**src/rtl/wprot_pkg.sv**
```systemverilog
package wprot_pkg;

    localparam int ADDR_W    = 12;
    localparam int DATA_W    = 32;
    localparam int PROT_BITS = 5;

    localparam logic [ADDR_W-1:0] OFS_PROT   = 12'h200;
    localparam logic [ADDR_W-1:0] OFS_UNPROT = 12'h204;
    localparam logic [ADDR_W-1:0] OFS_LOCK   = 12'h208;
    localparam logic [ADDR_W-1:0] OFS_RCFG   = 12'h500;
    localparam logic [ADDR_W-1:0] OFS_RSEL   = 12'h504;

    // Protection bit that gates each guarded group
    localparam int BIT_XLAT = 0;
    localparam int BIT_RCFG = 3;
    localparam int BIT_RSEL = 4;

    localparam int RCFG_W  = 3;
    localparam int RSEL_W  = 1;
    localparam int N_GROUP = 3;

    // One-hot view of which register an access targets
    typedef struct packed {
        logic prot;
        logic unprot;
        logic lock;
        logic rcfg;
        logic rsel;
        logic xlat;
    } hit_t;

    function automatic logic word_match(input logic [ADDR_W-1:0] a,
                                        input logic [ADDR_W-1:0] ofs);
        return a[ADDR_W-1:2] == ofs[ADDR_W-1:2];
    endfunction

    function automatic logic in_window(input logic [ADDR_W-1:0] a,
                                       input logic [ADDR_W-1:0] base,
                                       input int unsigned       words);
        logic [ADDR_W-1:0] lim;
        lim = base + ADDR_W'(words * 4);
        return (a >= base) && (a < lim);
    endfunction

endpackage

```
**src/rtl/wprot_decode.sv**
```systemverilog
module wprot_decode
    import wprot_pkg::*;
#(
    parameter logic [ADDR_W-1:0] XLAT_BASE  = 12'h040,
    parameter int unsigned       XLAT_WORDS = 16
) (
    input  logic [ADDR_W-1:0] addr,
    output hit_t              hit
);
    always_comb begin
        hit        = '0;
        hit.prot   = word_match(addr, OFS_PROT);
        hit.unprot = word_match(addr, OFS_UNPROT);
        hit.lock   = word_match(addr, OFS_LOCK);
        hit.rcfg   = word_match(addr, OFS_RCFG);
        hit.rsel   = word_match(addr, OFS_RSEL);
        hit.xlat   = in_window(addr, XLAT_BASE, XLAT_WORDS);
    end
endmodule

```
**src/rtl/wprot_state.sv**
```systemverilog
module wprot_state #(
    parameter int N = 5
) (
    input  logic         clk,
    input  logic         rst,
    input  logic         set_en,
    input  logic         clr_en,
    input  logic         lock_en,
    input  logic [N-1:0] wbits,
    output logic [N-1:0] prot_o,
    output logic [N-1:0] lock_o
);
    logic [N-1:0] prot_q, lock_q, prot_d, lock_d, clr_mask;

    always_comb begin
        clr_mask = clr_en ? (wbits & ~lock_q) : '0;
        prot_d   = (prot_q | (set_en ? wbits : '0)) & ~clr_mask;
        lock_d   = lock_q | (lock_en ? wbits : '0);
    end

    always_ff @(posedge clk) begin
        if (rst) begin
            prot_q <= '0;
            lock_q <= '0;
        end else begin
            prot_q <= prot_d;
            lock_q <= lock_d;
        end
    end

    assign prot_o = prot_q;
    assign lock_o = lock_q;

    p_lock_sticky_r4: assert property (@(posedge clk) disable iff (rst)
        (($past(lock_q) & ~lock_q) == '0));

    p_locked_hold_r5: assert property (@(posedge clk) disable iff (rst)
        (($past(lock_q & prot_q) & ~prot_q) == '0));

    p_protect_sets_r2: assert property (@(posedge clk) disable iff (rst)
        set_en |=> ((prot_q & $past(wbits)) == $past(wbits)));

    p_unprot_clears_r3: assert property (@(posedge clk) disable iff (rst)
        clr_en |=> ((prot_q & $past(wbits & ~lock_q)) == '0));
endmodule

```
**src/rtl/wprot_guard_reg.sv**
```systemverilog
module wprot_guard_reg #(
    parameter int W = 3
) (
    input  logic         clk,
    input  logic         rst,
    input  logic         wr_hit,
    input  logic         blocked,
    input  logic [W-1:0] wdata,
    output logic [W-1:0] q
);
    logic [W-1:0] q_r;

    always_ff @(posedge clk) begin
        if (rst)
            q_r <= '0;
        else if (wr_hit && !blocked)
            q_r <= wdata;
    end

    assign q = q_r;

    // Covers R8 and R9: a blocked write leaves the value alone
    p_blocked_hold_r8: assert property (@(posedge clk) disable iff (rst)
        (wr_hit && blocked) |=> (q_r == $past(q_r)));

    p_open_load_r9: assert property (@(posedge clk) disable iff (rst)
        (wr_hit && !blocked) |=> (q_r == $past(wdata)));
endmodule

```
**src/rtl/wprot_ctrl.sv**
```systemverilog
module wprot_ctrl
    import wprot_pkg::*;
#(
    parameter logic [ADDR_W-1:0] XLAT_BASE  = 12'h040,
    parameter int unsigned       XLAT_WORDS = 16
) (
    input  logic                clk,
    input  logic                rst,
    input  logic                bus_wr,
    input  logic                bus_rd,
    input  logic [ADDR_W-1:0]   bus_addr,
    input  logic [DATA_W-1:0]   bus_wdata,
    output logic [DATA_W-1:0]   bus_rdata,
    output logic                bus_rvalid,
    output logic                xlat_wr_o,
    output logic [N_GROUP-1:0]  guard_open_o,
    output logic [RCFG_W-1:0]   region_cfg_o,
    output logic [RSEL_W-1:0]   region_sel_o
);
    hit_t                 hit;
    logic [PROT_BITS-1:0] prot, lock;
    logic [DATA_W-1:0]    rd_mux, rdata_q;
    logic                 rvalid_q;

    wprot_decode #(.XLAT_BASE(XLAT_BASE), .XLAT_WORDS(XLAT_WORDS)) u_dec (
        .addr (bus_addr),
        .hit  (hit)
    );

    wprot_state #(.N(PROT_BITS)) u_state (
        .clk     (clk),
        .rst     (rst),
        .set_en  (bus_wr && hit.prot),
        .clr_en  (bus_wr && hit.unprot),
        .lock_en (bus_wr && hit.lock),
        .wbits   (bus_wdata[PROT_BITS-1:0]),
        .prot_o  (prot),
        .lock_o  (lock)
    );

    wprot_guard_reg #(.W(RCFG_W)) u_rcfg (
        .clk     (clk),
        .rst     (rst),
        .wr_hit  (bus_wr && hit.rcfg),
        .blocked (prot[BIT_RCFG]),
        .wdata   (bus_wdata[RCFG_W-1:0]),
        .q       (region_cfg_o)
    );

    wprot_guard_reg #(.W(RSEL_W)) u_rsel (
        .clk     (clk),
        .rst     (rst),
        .wr_hit  (bus_wr && hit.rsel),
        .blocked (prot[BIT_RSEL]),
        .wdata   (bus_wdata[RSEL_W-1:0]),
        .q       (region_sel_o)
    );

    assign guard_open_o = {~prot[BIT_RSEL], ~prot[BIT_RCFG], ~prot[BIT_XLAT]};
    assign xlat_wr_o    = bus_wr && hit.xlat && !prot[BIT_XLAT];

    always_comb begin
        rd_mux = '0;
        if (hit.prot || hit.unprot) rd_mux[PROT_BITS-1:0] = prot;
        else if (hit.lock)          rd_mux[PROT_BITS-1:0] = lock;
        else if (hit.rcfg)          rd_mux[RCFG_W-1:0]    = region_cfg_o;
        else if (hit.rsel)          rd_mux[RSEL_W-1:0]    = region_sel_o;
    end

    always_ff @(posedge clk) begin
        if (rst) begin
            rdata_q  <= '0;
            rvalid_q <= 1'b0;
        end else begin
            rvalid_q <= bus_rd;
            if (bus_rd) rdata_q <= rd_mux;
        end
    end

    assign bus_rdata  = rdata_q;
    assign bus_rvalid = rvalid_q;

    p_rd_latency_r12: assert property (@(posedge clk) disable iff (rst)
        bus_rd |=> bus_rvalid);

    p_upper_zero_r6: assert property (@(posedge clk) disable iff (rst)
        bus_rvalid |-> (bus_rdata[DATA_W-1:PROT_BITS] == '0));

    p_xlat_gate_r10: assert property (@(posedge clk) disable iff (rst)
        xlat_wr_o |-> guard_open_o[0]);

    p_next_cycle_r11: assert property (@(posedge clk) disable iff (rst)
        (bus_wr && hit.prot && bus_wdata[BIT_XLAT]) |=> !guard_open_o[0]);
endmodule

```
**config.mk**
```make
export PLATFORM = sky130hd
export DESIGN_NAME = wprot_ctrl
export DESIGN_NICKNAME = d
export VERILOG_FILES = /design/src/rtl/wprot_pkg.sv /design/src/rtl/wprot_decode.sv /design/src/rtl/wprot_state.sv /design/src/rtl/wprot_guard_reg.sv /design/src/rtl/wprot_ctrl.sv
export SDC_FILE = /design/constraint.sdc
export NUM_CORES = 1
export LEC_CHECK = 0
export BUFFER_PORTS_ARGS = -buffer_cell sky130_fd_sc_hd__buf_2
export CORE_ASPECT_RATIO = 0.6
export CORE_MARGIN = 2
export CORE_UTILIZATION = 43
export CTS_CLUSTER_SIZE = 28
export DETAILED_ROUTE_END_ITERATION = 10
export MAX_ROUTING_LAYER = met4
export PLACE_DENSITY_LB_ADDON = 0.15
export RECOVER_POWER = 25
export SYNTH_ARGS = -nofsm -noshare
export SYNTH_HDL_FRONTEND = slang
export SYNTH_SLANG_ARGS = --single-unit
```
**constraint.sdc**
```tcl
create_clock -name clk -period 2.55 [get_ports clk]
set_clock_uncertainty 0.05 [all_clocks]
set_input_delay 0.1275 -clock clk [delete_from_list [all_inputs] [get_ports clk]]
set_output_delay 0.1275 -clock clk [all_outputs]
set_load 0.1 [all_outputs]
```
# == After elaboration in Yosys (flattened, before gate mapping) ==
# Index checks and enable logic that the tools add are counted.
# classes
eq_ne,5
magnitude_cmp,2
n_reduce_logical,14
bitwise_logic,9
n_mux,9
# op_table
cell,count
equality test 10 x 8 -> 1 bit (second input constant),3
equality test 10 x 9 -> 1 bit (second input constant),2
two-way mux 5 bit,4
greater-or-equal comparator 12 x 7 -> 1 bit (second input constant),1
less-than comparator 12 x 8 -> 1 bit (second input constant),1
AND 5 bit,2
logical AND 1 bit,10
NOT 5 bit,2
OR 5 bit,2
two-way mux 2 bit,2
zero test 1 bit,3
two-way mux 3 bit,1
NOT 1 bit,3
two-way mux 1 bit,2
logical OR 1 bit,1
# word_totals
in_bits,48
out_inout_bits,41
elab_cells,45
reg_bits,20

# == Logic depth before layout (Yosys ltp) ==
# Gate-level depths: netlist (run 1).
# depth
depth_word,5
depth_mapped,6
mapped_depth_nobuf,4

# == By module ==
# From an unflattened synthesis (run 1), not the netlist that was laid out.
# hier_totals
hier_cells,142
hier_area_um2,1244.9
# modules_own_cells
module,n_inst,seq_area_each_um2,area_per_inst_um2,cells_per_inst
wprot_ctrl,1,120.1,564.3,74
wprot_state,1,200.2,342.8,36
wprot_guard_reg at u_rcfg,1,60.1,152.6,13
wprot_decode,1,0.0,135.1,14
wprot_guard_reg at u_rsel,1,20.0,50.0,5

# == Worst setup path before layout (run 1) ==
# No wires, ideal clock.
# synth_timing
path_type,input -> output
start,input bus_addr[10]
end,output xlat_wr_o
setup_slack_ns,-1.272
required_ns,2.372
path_buffers,1
cell_stages,3
t_arrival_ns,3.644
path_cell_list,or4_4 > buf_6 > nor4_1
# synth_between
elab_chain_len,4
elab_cells_between_ends,5
cone_classes,order compare: 2; reduce/logical: 3
# synth_lines
item,line,text
start: declaration,wprot_ctrl.sv:11,"input logic [ADDR_W-1:0] bus_addr,"
greater-or-equal comparator 12 x 7 -> 1 bit / less-than comparator 12 x 8 -> 1 bit (equally long branches),wprot_pkg.sv:42,return (a >= base) && (a < lim);
logical AND 1 bit *,wprot_pkg.sv:42,
logical AND 1 bit * (2 in a row),wprot_ctrl.sv:60,assign xlat_wr_o = bus_wr && hit.xlat && !prot[BIT_XLAT];
end: declaration,wprot_ctrl.sv:15,"output logic xlat_wr_o,"
# Every way passes the cells marked *; elsewhere a longest branch is shown, timed or not.

# == Worst setup path in the final report (run 1) ==
# Ends and elaborated chain as after synthesis.

==> flow_metrics.py, run 1 <==
metrics = {
    "sta": {
        "setup_slack_ns": 0.8678,
        "relSlewSlack_pct": 22.12,
        "fin_crit_ns": 1.682,
        "drv_slew": 0,
        "setup_viol": 0,
        "setup_tns_ns": 0,
        "fin_hold_ws_ns": 0.04075,
        "period_share_pct": 65.97,
        "hold_viol": 0,
        "tightest_slew_ns": 1.173,
        "max_freq_mhz": 594.4,
        "rsz0062_at_grt": "false",
    },
    "detailed_routing": {
        "drc_errors": 0,
        "route.antenna.remaining_nets": 0,
        "drtIter0Drc": 38,
        "wirelength_mm": 2.637,
        "dr.pass1.iters": 4,
        "routedWlPerCell_um": 13.25,
        "via_per_inst": 5.101,
        "vias": 1015,
    },
    "synthesis": {
        "yosysWarnings": 0,
        "synth_edf_count": 0,
        "yosysMostFrequentCell": "buf_4",
        "synthTopCellsByArea": "dfxtp_1 (34%), buf_4 (17%), nor2_1 (3.8%)",
        "ys_ff_latch": 20,
        "synth_top_area_cell": "dfxtp_1",
        "synth_flop_cell": "dfxtp_1",
        "synthArstFlopShare_pct": 0,
        "ys_top_cells_by_count": "buf_4 (27), dfxtp_1 (20), nor2_1 (12), inv_1 (11), a21oi_1 (6)",
        "netlist_area_um2": 1181,
        "synth_top_area_share_pct": 33.90,
        "syn_area_per_cell_um2": 8.685,
        "synth.distinct_cells": 35,
        "ys_seq_area_share_pct": 33.90,
        "synthCells": 136,
    },
    "cells_and_area": {
        "ff_latch_area_um2": 400.4,
        "final.fill_count": 250,
        "drive_gt1_share_pct": 19.76,
        "nets": 216,
        "area_growth_pct": 11.12,
        "multiInputGateArea_um2": 625.6,
        "antenna_cells": 0,
    },
    "power": {
        "vdd_drop_max_v": 0.0003023,
        "power.density_nw_per_um2": 608.5,
        "p_leak_uw": 0.0005092,
    },
    "setup_path": {
        "startpoint_type": "input port",
        "crit_chain": "buf_2 > or4_4 > nor4_4 > buf_2",
        "cp_data_arrival_time_ns": 1.50,
        "criticalPathCategory": "input port to primary output",
        "crit_fanout": 7,
        "crit_top_cell": "buf_2",
        "critPathMaxStageDelay_ns": 0.61,
        "crit_required_ns": 2.37,
        "cp-end-kind": "primary output",
        "cp_slowest_cell": "or4_4",
    },
    "cts": {
        "htree_num_levels": 1,
        "cts_hold_buf": 0,
        "clk_pin_slew_ns": 0.07,
        "clk_latency_ns": 0.26,
        "numCtsBuffers": 3,
        "cts_tree": "done",
        "post_cts_buffers": 0,
        "clockBufferDepth": 2,
        "cts-root-buf": "clkbuf_8",
        "cts_resized": 0,
        "cts_sinks": 20,
    },
    "global_routing": {
        "grt_pass1_wl_mm": 4.022,
        "grt_use_total_pct": 17.31,
        "grt_pass1_vias": 834,
        "grt_max_degree": 15,
        "antenna_found_initial": 0,
        "gr-total-overflow": 0,
    },
    "floorplan": {
        "initial_core_util_pct": 46.18,
        "fp.dieArea_um2": 3196,
        "die_w_um": 71.66,
        "rows": 14,
        "io_pins": 89,
        "die-height_um": 44.60,
        "coreArea_um2": 2557,
    },
    "place": {
        "dp_hpwl_mm": 2.082,
        "preCtsSetupSlack_ns": 0.6549,
        "numPortBuffers": 32,
        "gp_congestion": 0.8591,
    },
    "worst_hold_path": {
        "hold_class": "input port to register",
    },
    "job": {
        "max_cap_viol_count": 0,
    },
    "run_status": {
        "status": "completed",
    },
}
## where the power goes
group          switching (uW)  internal [uW]  total (uW)
clock                     103            137         240
combinational             223           19.8         243
sequential              0.940            315         315
## placed cells by master, fill, tap and decap left out, types with 3 or more instances in the layout
master / n
nor2_1: 12
conb_1: 27
mux2i_1: 4
inv_1: 11
dfxtp_1: 20
nor3_1: 4
a21oi_1: 6
buf_2: 24
o41ai_1: 3
a22o_1: 5
clkbuf_8: 4
a311oi_1: 5
clkbuf_1: 8
nand2b_1: 4
nand2_1: 5
## cell families (layout without fill, tap and decap cells)
group                  after synthesis  in the layout  synth area share (%)
buffers and inverters               42             47                 22.67
and+or+nand+nor                     38             38                 19.60
AOI/OAI and AO/OA                   31             31                 20.13
DFF                                 20             20                 33.90
muxes                                4              4                 3.390
other                                1             27                0.3175
## worst max-delay path: cells and delay by family
family,cells,cell delay [ns]
AND/OR/NAND/NOR,2,0.82
buffers and inverters,2,0.55
## final cells by class
cell class / count / share of cell area (%)
clock buffer: 4 / 4.194
tap: 32 / 3.051
timing repair buffer: 32 / 11.44
inverter: 11 / 3.146
sequential: 20 / 30.51
multi-input combinational: 100 / 47.66
## flip-flops by register name (all words and copies together), names as in the netlist
signal and count:
bus_rdata 5, u_state.lock_o 5, u_state.prot_o 5, u_rcfg.q 3, bus_rvalid 1, u_rsel.q 1
## routing by layer
| layer | wire (um) | up-vias | track usage, % | share of wire (%) |
|---|---|---|---|---|
| met5 | 0 | - | - | 0 |
| met4 | 0 | 0 | 2.264 | 0 |
| met3 | 214 | 0 | 5.923 | 8.1 |
| met2 | 1120 | 44 | 24.44 | 42 |
| met1 | 1302 | 471 | 24.38 | 49 |
| li1 | - | 500 | - | - |
## metrics by stage
step                      instances  cell area (um^2)  power, uW  utilization [%]
after CTS                       199              1323      804.4            51.71
after floorplan                 162              1294      568.7                -
after global placement          195              1267      564.1            49.56
after detailed placement        195              1267      565.5            49.56
after global routing            199              1313      828.3            51.32
final                           199              1313      798.7            51.32
## worst paths after layout
kind / start / end / slack [ns] / cells after the start
min reg2reg: bus_rdata[0]$_SDFFE_PP0P_ / bus_rdata[0]$_SDFFE_PP0P_ / 0.42 / 2
max reg2reg: u_rcfg.q[2]$_SDFFE_PP0P_ / bus_rdata[2]$_SDFFE_PP0P_ / 1.32 / 3
max: bus_addr[10] / xlat_wr_o / 0.87 / 4
min: bus_wdata[3] / u_state.prot_o[3]$_SDFF_PP0_ / 0.04 / 2
Note: power is estimated with default switching activity, not from simulation.
==> run 2: changes to the inputs <==
--- a/config.mk
+++ b/config.mk
@@ -8,7 +8,7 @@
 export BUFFER_PORTS_ARGS = -buffer_cell sky130_fd_sc_hd__buf_2
 export CORE_ASPECT_RATIO = 0.6
 export CORE_MARGIN = 2
-export CORE_UTILIZATION = 43
+export CORE_UTILIZATION = 36
 export CTS_CLUSTER_SIZE = 28
 export DETAILED_ROUTE_END_ITERATION = 10
 export MAX_ROUTING_LAYER = met4
==> constraint.sdc (replaced) <==
create_clock -name clk -period 1.5 [get_ports clk]
set_clock_uncertainty 0.05 [all_clocks]
set_input_delay 0.075 -clock clk [delete_from_list [all_inputs] [get_ports clk]]
set_output_delay 0.075 -clock clk [all_outputs]
set_load 0.1 [all_outputs]
==> run 2 against run 1 <==
Clock power up 71%. Cell count up 19%. First-iteration DRC count up 50%. Utilization down 2.4 points. Power up 75%. Setup slack worse by 0.86 ns. Wire length up 21%. Critical path depth up 1. Largest power group unchanged.
==> flow_metrics.py, run 2 (synthesis results as in run 1) <==
metrics = {
    "run_status": {
        "status": "completed",
    },
    "setup_path": {
        "cp_slowest_cell": "or4_4",
        "crit_chain": "buf_6 > or4_4 > buf_4 > nor4_4 > buf_12",
        "r2r_end": "bus_rdata[0]$_SDFFE_PP0P_",
        "cp_data_arrival_time_ns": 1.37,
        "startpoint_type": "input port",
        "r2r-start": "u_state.lock_o[0]$_SDFF_PP0_",
        "cp-end-kind": "primary output",
        "crit_required_ns": 1.37,
        "rr_worst_depth": 4,
        "cp_num_cells": 5,
        "cp.buffers_inverters": 3,
        "critPathMaxStageDelay_ns": 0.57,
        "cp_top_family": "simple AND/OR/NAND/NOR gates",
        "crit_fanout": 5,
        "worstSetupEndpoint": "xlat_wr_o",
        "worstSetupStartpoint": "bus_addr[10]",
        "r2r_setup_slack_ns": 0.15,
        "criticalPathCategory": "input port to primary output",
    },
    "sta": {
        "rsz0062_at_grt": "true",
        "tightest_slew_ns": 0.5413,
        "period_share_pct": 99.66,
        "relSlewSlack_pct": 64.07,
        "drv_slew": 0,
        "setup_slack_ns": 0.005059,
        "max_freq_mhz": 668.9,
        "fin_hold_ws_ns": 0.01706,
        "setup_viol": 0,
        "hold_viol": 0,
        "setup_tns_ns": 0,
        "fin_crit_ns": 1.495,
    },
    "place": {
        "dp_hpwl_mm": 2.548,
        "gp_congestion": 0.9091,
        "numPortBuffers": 32,
        "placed_cell_area_um2": 1446,
        "preCtsSetupSlack_ns": -0.2672,
    },
    "detailed_routing": {
        "vias": 1150,
        "wl_met1_mm": 1.519,
        "via_per_inst": 4.873,
        "wirelength_mm": 3.203,
        "routedWlPerCell_um": 13.57,
        "met2_length_mm": 1.433,
        "wl_met3_um": 250,
        "maxUsedRoutingLayer": "met3",
        "route.antenna.remaining_nets": 0,
        "drc_errors": 0,
        "dr.pass1.iters": 4,
        "drtIter0Drc": 57,
    },
    "global_routing": {
        "grt_use_total_pct": 18.83,
        "antenna_found_initial": 0,
        "grt_max_degree": 12,
        "gr-total-overflow": 0,
        "grt_pass1_vias": 1110,
        "grt_pass1_wl_mm": 5.444,
    },
    "power": {
        "p_sw_share_pct": 40.70,
        "combPwrFrac_pct": 32.4,
        "power_switching_uw": 570.1,
        "p_clk_share_pct": 29.3,
        "vdd_drop_max_v": 0.0003957,
        "power.density_nw_per_um2": 893.6,
        "p_leak_uw": 0.0006616,
        "p_seq_share_pct": 38.3,
        "p_int_uw": 830.8,
    },
    "cts": {
        "cts_tree": "done",
        "clk_pin_slew_ns": 0.07,
        "clockBufferDepth": 2,
        "cts_sinks": 20,
        "numCtsBuffers": 3,
        "clk_latency_ns": 0.26,
        "htree_num_levels": 1,
        "cts-root-buf": "clkbuf_8",
    },
    "cells_and_area": {
        "ff_latch_area_um2": 405.4,
        "postLayoutCoreUtil_pct": 48.95,
        "drive_gt1_share_pct": 35.60,
        "multiInputGateArea_um2": 638.1,
        "final_area_um2": 1568,
        "area_growth_pct": 32.73,
        "final_cell_mix": "conb_1 (27), buf_2 (23), buf_4 (20)",
        "final.fill_count": 319,
        "layout_commonest_cell": "conb_1",
        "antenna_cells": 0,
        "nets": 240,
    },
    "floorplan": {
        "fp.dieArea_um2": 3770,
        "die-height_um": 48.37,
        "initial_core_util_pct": 36.88,
        "die_w_um": 77.95,
        "io_pins": 89,
        "rows": 16,
        "coreArea_um2": 3203,
    },
    "job": {
        "max_cap_viol_count": 0,
    },
    "worst_hold_path": {
        "hold_class": "input port to register",
    },
}
[run 2: through the flow]
step	instances	total power, uW
after floorplan	162	966.8
after global placement	227	987.3
after detailed placement	227	990.1
after CTS	236	1405
after global routing	236	1449
final	236	1401
[run 2: timing repair]
item / 4_1_cts / 5_1_grt
buffers inserted: 2 / 0
endpoints found under the setup margin: 1 / 7
pin swaps: 1 / 2
hold endpoints to repair: 4 / 0
hold buffers: 3 / 0
gates resized for setup: 0 / 5
[run 2: final cells by class]
class / count / area share (%)
multi-input cells: 100 / 40.70
flip-flops and latches: 20 / 25.86
repair buffers: 56 / 23.70
well taps: 45 / 3.591
clock buffers: 4 / 3.512
inverters: 11 / 2.634
[run 2: power groups by stage]
| stage | logic [uW] | clock network, uW | registers (uW) |
|---|---|---|---|
| final | 455 | 410 | 536 |
| after global routing | 472 | 440 | 537 |
| after CTS | 448 | 420 | 536 |
| after detailed placement | 441 | 0 | 549 |
| after global placement | 439 | 0 | 548 |
| after floorplan | 388 | 0 | 578 |
[run 2: routing by layer]
layer,GRT usage [%],vias up
li1,-,548
met1,25.84,554
met2,28.74,48
met3,5.597,0
met4,1.754,0
met5,-,-
[run 2: worst min-delay path by stage]
stage	startpoint	endpoint	slack (ns)	cells after the start
after detailed placement	bus_wdata[4]	u_state.prot_o[4]$_SDFF_PP0_	0.26	2
after global routing	bus_wdata[1]	u_state.prot_o[1]$_SDFF_PP0_	0.03	2
after global placement	rst	bus_rdata[4]$_SDFFE_PP0P_	0.25	2
after floorplan	rst	u_state.prot_o[0]$_SDFF_PP0_	0.1	1
after CTS	bus_wdata[2]	u_state.prot_o[2]$_SDFF_PP0_	0.01	2
final	bus_wdata[1]	u_state.prot_o[1]$_SDFF_PP0_	0.02	2
